==> config.mk <==
export PLATFORM = sky130hd
export DESIGN_NAME = cyc_timer
export DESIGN_NICKNAME = d
export VERILOG_FILES = /design/src/rtl/cyc_pkg.sv /design/src/rtl/cyc_cost_calc.sv /design/src/rtl/cyc_stall_ctr.sv /design/src/rtl/cyc_timer.sv
export SDC_FILE = /design/constraint.sdc
export NUM_CORES = 1
export LEC_CHECK = 0
export ABC_AREA = 1
export CAP_MARGIN = 20
export CORE_UTILIZATION = 25
export DETAILED_ROUTE_END_ITERATION = 7
export PLACE_DENSITY = 0.51
export SETUP_SLACK_MARGIN = 0.4
export SYNTH_ARGS = -nofsm -noshare
export SYNTH_HDL_FRONTEND = slang
export SYNTH_SLANG_ARGS = --single-unit
==> constraint.sdc <==
create_clock -name clk -period 2.9 [get_ports clk]
set_input_delay 0.58 -clock clk [delete_from_list [all_inputs] [get_ports clk]]
set_output_delay 0.58 -clock clk [all_outputs]
set_load 0.005 [all_outputs]
==> src/rtl/cyc_pkg.sv <==
package cyc_pkg;
  localparam int CLS_W  = 4;
  localparam int MODE_W = 4;

  typedef enum logic [CLS_W-1:0] {
    TC_READ    = 4'd0,
    TC_RMW     = 4'd1,
    TC_SIMPLE  = 4'd2,
    TC_PUSH    = 4'd3,
    TC_PULL    = 4'd4,
    TC_RETURN  = 4'd5,
    TC_BREAK   = 4'd6,
    TC_BRANCH  = 4'd7,
    TC_JUMP    = 4'd8,
    TC_CALL    = 4'd9
  } tclass_e;

  typedef enum logic [MODE_W-1:0] {
    AM_NONE    = 4'd0,
    AM_IMM     = 4'd1,
    AM_ZP      = 4'd2,
    AM_ZPX     = 4'd3,
    AM_ABS     = 4'd4,
    AM_ABSX    = 4'd5,
    AM_PREIDX  = 4'd6,
    AM_POSTIDX = 4'd7,
    AM_IND     = 4'd8,
    AM_REL     = 4'd9
  } amode_e;
endpackage

==> src/rtl/cyc_cost_calc.sv <==
module cyc_cost_calc
  import cyc_pkg::*;
#(
  parameter int COST_W = 4
) (
  input  logic [CLS_W-1:0]  cls,
  input  logic [MODE_W-1:0] mode,
  input  logic              wr,
  input  logic              pg,
  input  logic              tk,
  output logic [COST_W-1:0] cost,
  output logic              bad
);
  logic [COST_W-1:0] base;
  logic              illegal;
  logic              idx_pen;
  logic              br_take;
  logic              br_far;

  // base figure per class and mode
  always_comb begin
    base    = COST_W'(2);
    illegal = 1'b0;
    case (cls)
      TC_READ: begin
        case (mode)
          AM_IMM:     begin base = COST_W'(2); illegal = wr; end
          AM_ZP:      base = COST_W'(3);
          AM_ZPX:     base = COST_W'(4);
          AM_ABS:     base = COST_W'(4);
          AM_ABSX:    base = COST_W'(4);
          AM_PREIDX:  base = COST_W'(6);
          AM_POSTIDX: base = COST_W'(5);
          default:    illegal = 1'b1;
        endcase
      end
      TC_RMW: begin
        case (mode)
          AM_NONE: base = COST_W'(2);
          AM_ZP:   base = COST_W'(5);
          AM_ZPX:  base = COST_W'(6);
          AM_ABS:  base = COST_W'(6);
          AM_ABSX: base = COST_W'(7);
          default: illegal = 1'b1;
        endcase
      end
      TC_SIMPLE: illegal = (mode != AM_NONE);
      TC_PUSH:   begin base = COST_W'(3); illegal = (mode != AM_NONE); end
      TC_PULL:   begin base = COST_W'(4); illegal = (mode != AM_NONE); end
      TC_RETURN: begin base = COST_W'(6); illegal = (mode != AM_NONE); end
      TC_BREAK:  begin base = COST_W'(7); illegal = (mode != AM_NONE); end
      TC_BRANCH: illegal = (mode != AM_REL);
      TC_JUMP: begin
        case (mode)
          AM_ABS:  base = COST_W'(3);
          AM_IND:  base = COST_W'(5);
          default: illegal = 1'b1;
        endcase
      end
      TC_CALL: begin base = COST_W'(6); illegal = (mode != AM_ABS); end
      default: illegal = 1'b1;
    endcase
  end

  // additive penalties: only non-wrapping indexed reads see the page flag
  assign idx_pen = (cls == TC_READ) && ((mode == AM_ABSX) || (mode == AM_POSTIDX)) && (wr || pg);
  assign br_take = (cls == TC_BRANCH) && (mode == AM_REL) && tk;
  assign br_far  = br_take && pg;

  assign bad  = illegal;
  assign cost = illegal ? COST_W'(2)
                        : base + COST_W'(idx_pen) + COST_W'(br_take) + COST_W'(br_far);
endmodule

==> src/rtl/cyc_stall_ctr.sv <==
module cyc_stall_ctr #(
  parameter int COST_W = 4
) (
  input  logic              clk,
  input  logic              rst,
  input  logic              start,
  input  logic [COST_W-1:0] load,
  output logic              busy,
  output logic              done,
  output logic              accept
);
  logic [COST_W-1:0] cnt;
  logic              last;

  assign last   = busy && (cnt == COST_W'(1));
  assign accept = start && (!busy || last);

  always_ff @(posedge clk) begin
    if (rst) begin
      cnt  <= '0;
      busy <= 1'b0;
      done <= 1'b0;
    end else begin
      done <= last;
      if (accept) begin
        cnt  <= load;
        busy <= 1'b1;
      end else if (busy) begin
        cnt  <= cnt - COST_W'(1);
        busy <= !last;
      end
    end
  end
endmodule

==> src/rtl/cyc_timer.sv <==
module cyc_timer
  import cyc_pkg::*;
#(
  parameter int COST_W = 4
) (
  input  logic              clk,
  input  logic              rst,
  input  logic              start,
  input  logic [CLS_W-1:0]  tclass,
  input  logic [MODE_W-1:0] amode,
  input  logic              is_write,
  input  logic              page_cross,
  input  logic              br_taken,
  output logic              busy,
  output logic              done,
  output logic [COST_W-1:0] cost,
  output logic              err
);
  logic [COST_W-1:0] calc_cost;
  logic              calc_bad;
  logic              accept;

  cyc_cost_calc #(.COST_W(COST_W)) u_calc (
    .cls  (tclass),
    .mode (amode),
    .wr   (is_write),
    .pg   (page_cross),
    .tk   (br_taken),
    .cost (calc_cost),
    .bad  (calc_bad)
  );

  cyc_stall_ctr #(.COST_W(COST_W)) u_ctr (
    .clk    (clk),
    .rst    (rst),
    .start  (start),
    .load   (calc_cost),
    .busy   (busy),
    .done   (done),
    .accept (accept)
  );

  always_ff @(posedge clk) begin
    if (rst) begin
      cost <= '0;
      err  <= 1'b0;
    end else if (accept) begin
      cost <= calc_cost;
      err  <= calc_bad;
    end
  end
endmodule

==> results.toml <==
[outcome]
status = "finished, final reports clean"

[floorplanning]
ioPinCount = 21
dieArea_um2 = 4090
die_w_um = 63.96
start_util_pct = 26.21
core_um2 = 3661
die_h_um = 63.96
row_count = 22

[timing]
tightest_slew_ns = 0.3580
grt_setup_unrepaired = "no"
maxSlewHeadroom_pct = 76.08
setup_viol = 0
fin_skew_ns = 0.004346
hold_viol_final = 0
drv_slew = 0
fin_crit_sh_pct = 83.44
max_freq_ghz = 0.4133
fin_crit_ns = 2.420

[clock_network]
cts_buffers = 3
htree_levels = 1
clock_latency_ns = 0.24
cts.clk_slew.worst_paths_ns = 0.05
cts_hold_buf = 0
clkSinkCount = 11
cts-root-buf = "clkbuf_8"
clock_path_buffers = 2
cts_tree = "built"

[setup_path]
max_stage_delay_ns = 0.44
critPathRequiredTime_ns = 3.08
critPathKind = "in -> reg"
cp.arrival_ns = 2.60
startpoint_type = "primary input"
crit_path_end_kind = "register"
path_cells = "buf_6, inv_4, nor2_2, inv_1, o22ai_2, a31oi_2, o2111ai_2, ha_1, ha_2, inv_2, fa_1, or2_4, nand3_1, nand2_1, inv_1"
cpMaxStageDelayCell = "fa_1"
crit_top_cell = "inv_1"
path_max_fanout = 4

[global_routing]
grt_max_degree = 12
gr-total-overflow = 0
track_usage_pct = 14.68
antenna_found_initial = 0
grt_pass1_wl_um = 4767
grt_pass1_vias = 1167

[yosys]
synth_edf_count = 0
syn_area_um2 = 959.7
avgSynthCellArea_um2 = 5.852
ys_types = 24
ys_async_sr_fraction_pct = 0
synth_nets = 184
synth_seq_cells = 11
synth-seq-area-share_pct = 22.95
yosys_warnings = 0
synth_ff_type = "dfxtp_1"
syn_inst = 164

[detailed_routing]
dr.pass1.iters = 4
totalWireLength_um = 2748
detail_route.iter0.violations = 53
vias = 1216
ant_nets = 0
routed_via_density = 4.589
wl_per_cell_um = 10.37
drcViolationCount = 0

[finish]
layout_common_cells = "nand2_1, buf_4, inv_1"
final_common_cell = "nand2_1"
final_area_um2 = 1579
layout-drive-gt1-share_pct = 32.26
area_delta_synth_final_pct = 64.54
fillers = 392
post-route-util_pct = 43.13
num_antenna_cells = 0
fin_nets = 238

[flow_run]
drv_cap = 0

[power]
power_uw = 500.6
peakVddDrop_mv = 0.1017
power.leakage_uw = 0.0007435
powerDensity_nw_per_um2 = 317.0

[placement]
hpwl_um = 2157
gp_congestion = 0.9061
portBuffers = 20
post_dp_cell_area_um2 = 1410

[worst_hold_path]
min_path_type = "reg -> reg"
## synthesized netlist by cell type, types with 2 or more instances
master / count / area [um^2]
a21oi_1: 13 / 65.06
a31oi_1: 2 / 12.51
dfxtp_1: 11 / 220.2
ha_1: 5 / 62.56
inv_1: 28 / 105.1
nand2_1: 42 / 157.7
nand3_1: 9 / 45.04
nand4_1: 4 / 25.02
nor2_1: 24 / 90.09
o211ai_1: 2 / 15.01
o21ai_0: 11 / 55.05
## cells by family (layout without fill, tap and decap cells)
kind of cell               count (synthesis)  after routing  share of synthesized area (%)
and+or+nand+nor                           85             85                          37.68
AOI/OAI and AO/OA                         31             31                          17.73
buffers and inverters                     30             83                          12.12
DFF                                       11             11                          22.95
adders and majority gates                  6              6                          8.605
xor gates and xnor gates                   1              1                         0.9128
## layout make-up
type	count	area (um^2)	area share [%]
clock buffers	3	41.29	2.615
clock inverters	1	5.005	0.3170
inverters	29	118.9	7.528
multi-input cells	123	726.9	46.04
flip-flops and latches	11	220.2	13.95
well taps	48	60.06	3.803
repair buffers	50	406.6	25.75
## power breakdown
group / leakage [uW] / internal [uW] / switching [uW] / total (uW)
clock: 0.0000255 / 94.5 / 59.7 / 154
combinational: 0.000627 / 84.7 / 89.9 / 175
sequential: 0.0000906 / 163 / 8.78 / 172
total: 0.000743 / 342 / 158 / 501
## what timing repair did
| item | in CTS | in global routing |
|---|---|---|
| pin swaps | 8 | 11 |
| endpoints found under the setup margin | 6 | 4 |
| resized for setup | 45 | 33 |
| setup buffers | 3 | 2 |
## per-stage QoR
step,setup WS [ns],hold WS [ns],instances,TNS [ns]
5_1_grt,0.3654,0.5061,265,0
4_1_cts,0.4051,0.4703,263,0
3_5_place_dp,-0.2692,0.4590,256,-0.8038
6_report,0.4802,0.4681,265,0
2_1_floorplan,0.4448,0.4540,164,0
3_3_place_gp,-0.2265,0.4571,256,-0.6545
## state kept, by name, indices dropped and copies added, names as in the netlist
register	count
err	1
u_ctr.cnt	4
u_ctr.busy	1
u_ctr.done	1
cost	4
## layer usage
layer	wire length [um]	track usage, %	up-vias
li1	-	-	637
met1	1322	18.10	553
met2	1307	24.73	24
met3	100	3.929	2
met4	18	4.261	0
met5	0	0	-
## final timing paths
check,start,to,slack (ns),cells past startpoint
worst min-delay path,cost[3]$_SDFFE_PP0P_,cost[3]$_SDFFE_PP0P_,0.47,2
worst max register to register,u_ctr.cnt[1]$_SDFFE_PP0P_,u_ctr.cnt[1]$_SDFFE_PP0P_,1.32,9
worst min register to register,cost[3]$_SDFFE_PP0P_,cost[3]$_SDFFE_PP0P_,0.47,2
worst max-delay path,tclass[1],u_ctr.cnt[1]$_SDFFE_PP0P_,0.48,15
## worst max-delay path: cells and delay by family
| family | cells | cell delay [ns] |
|---|---|---|
| simple gates | 4 | 0.41 |
| compound gates | 3 | 0.39 |
| fa+ha+maj | 3 | 0.92 |
| buf+inv | 5 | 0.31 |
Power figures use the tool's default switching activity.
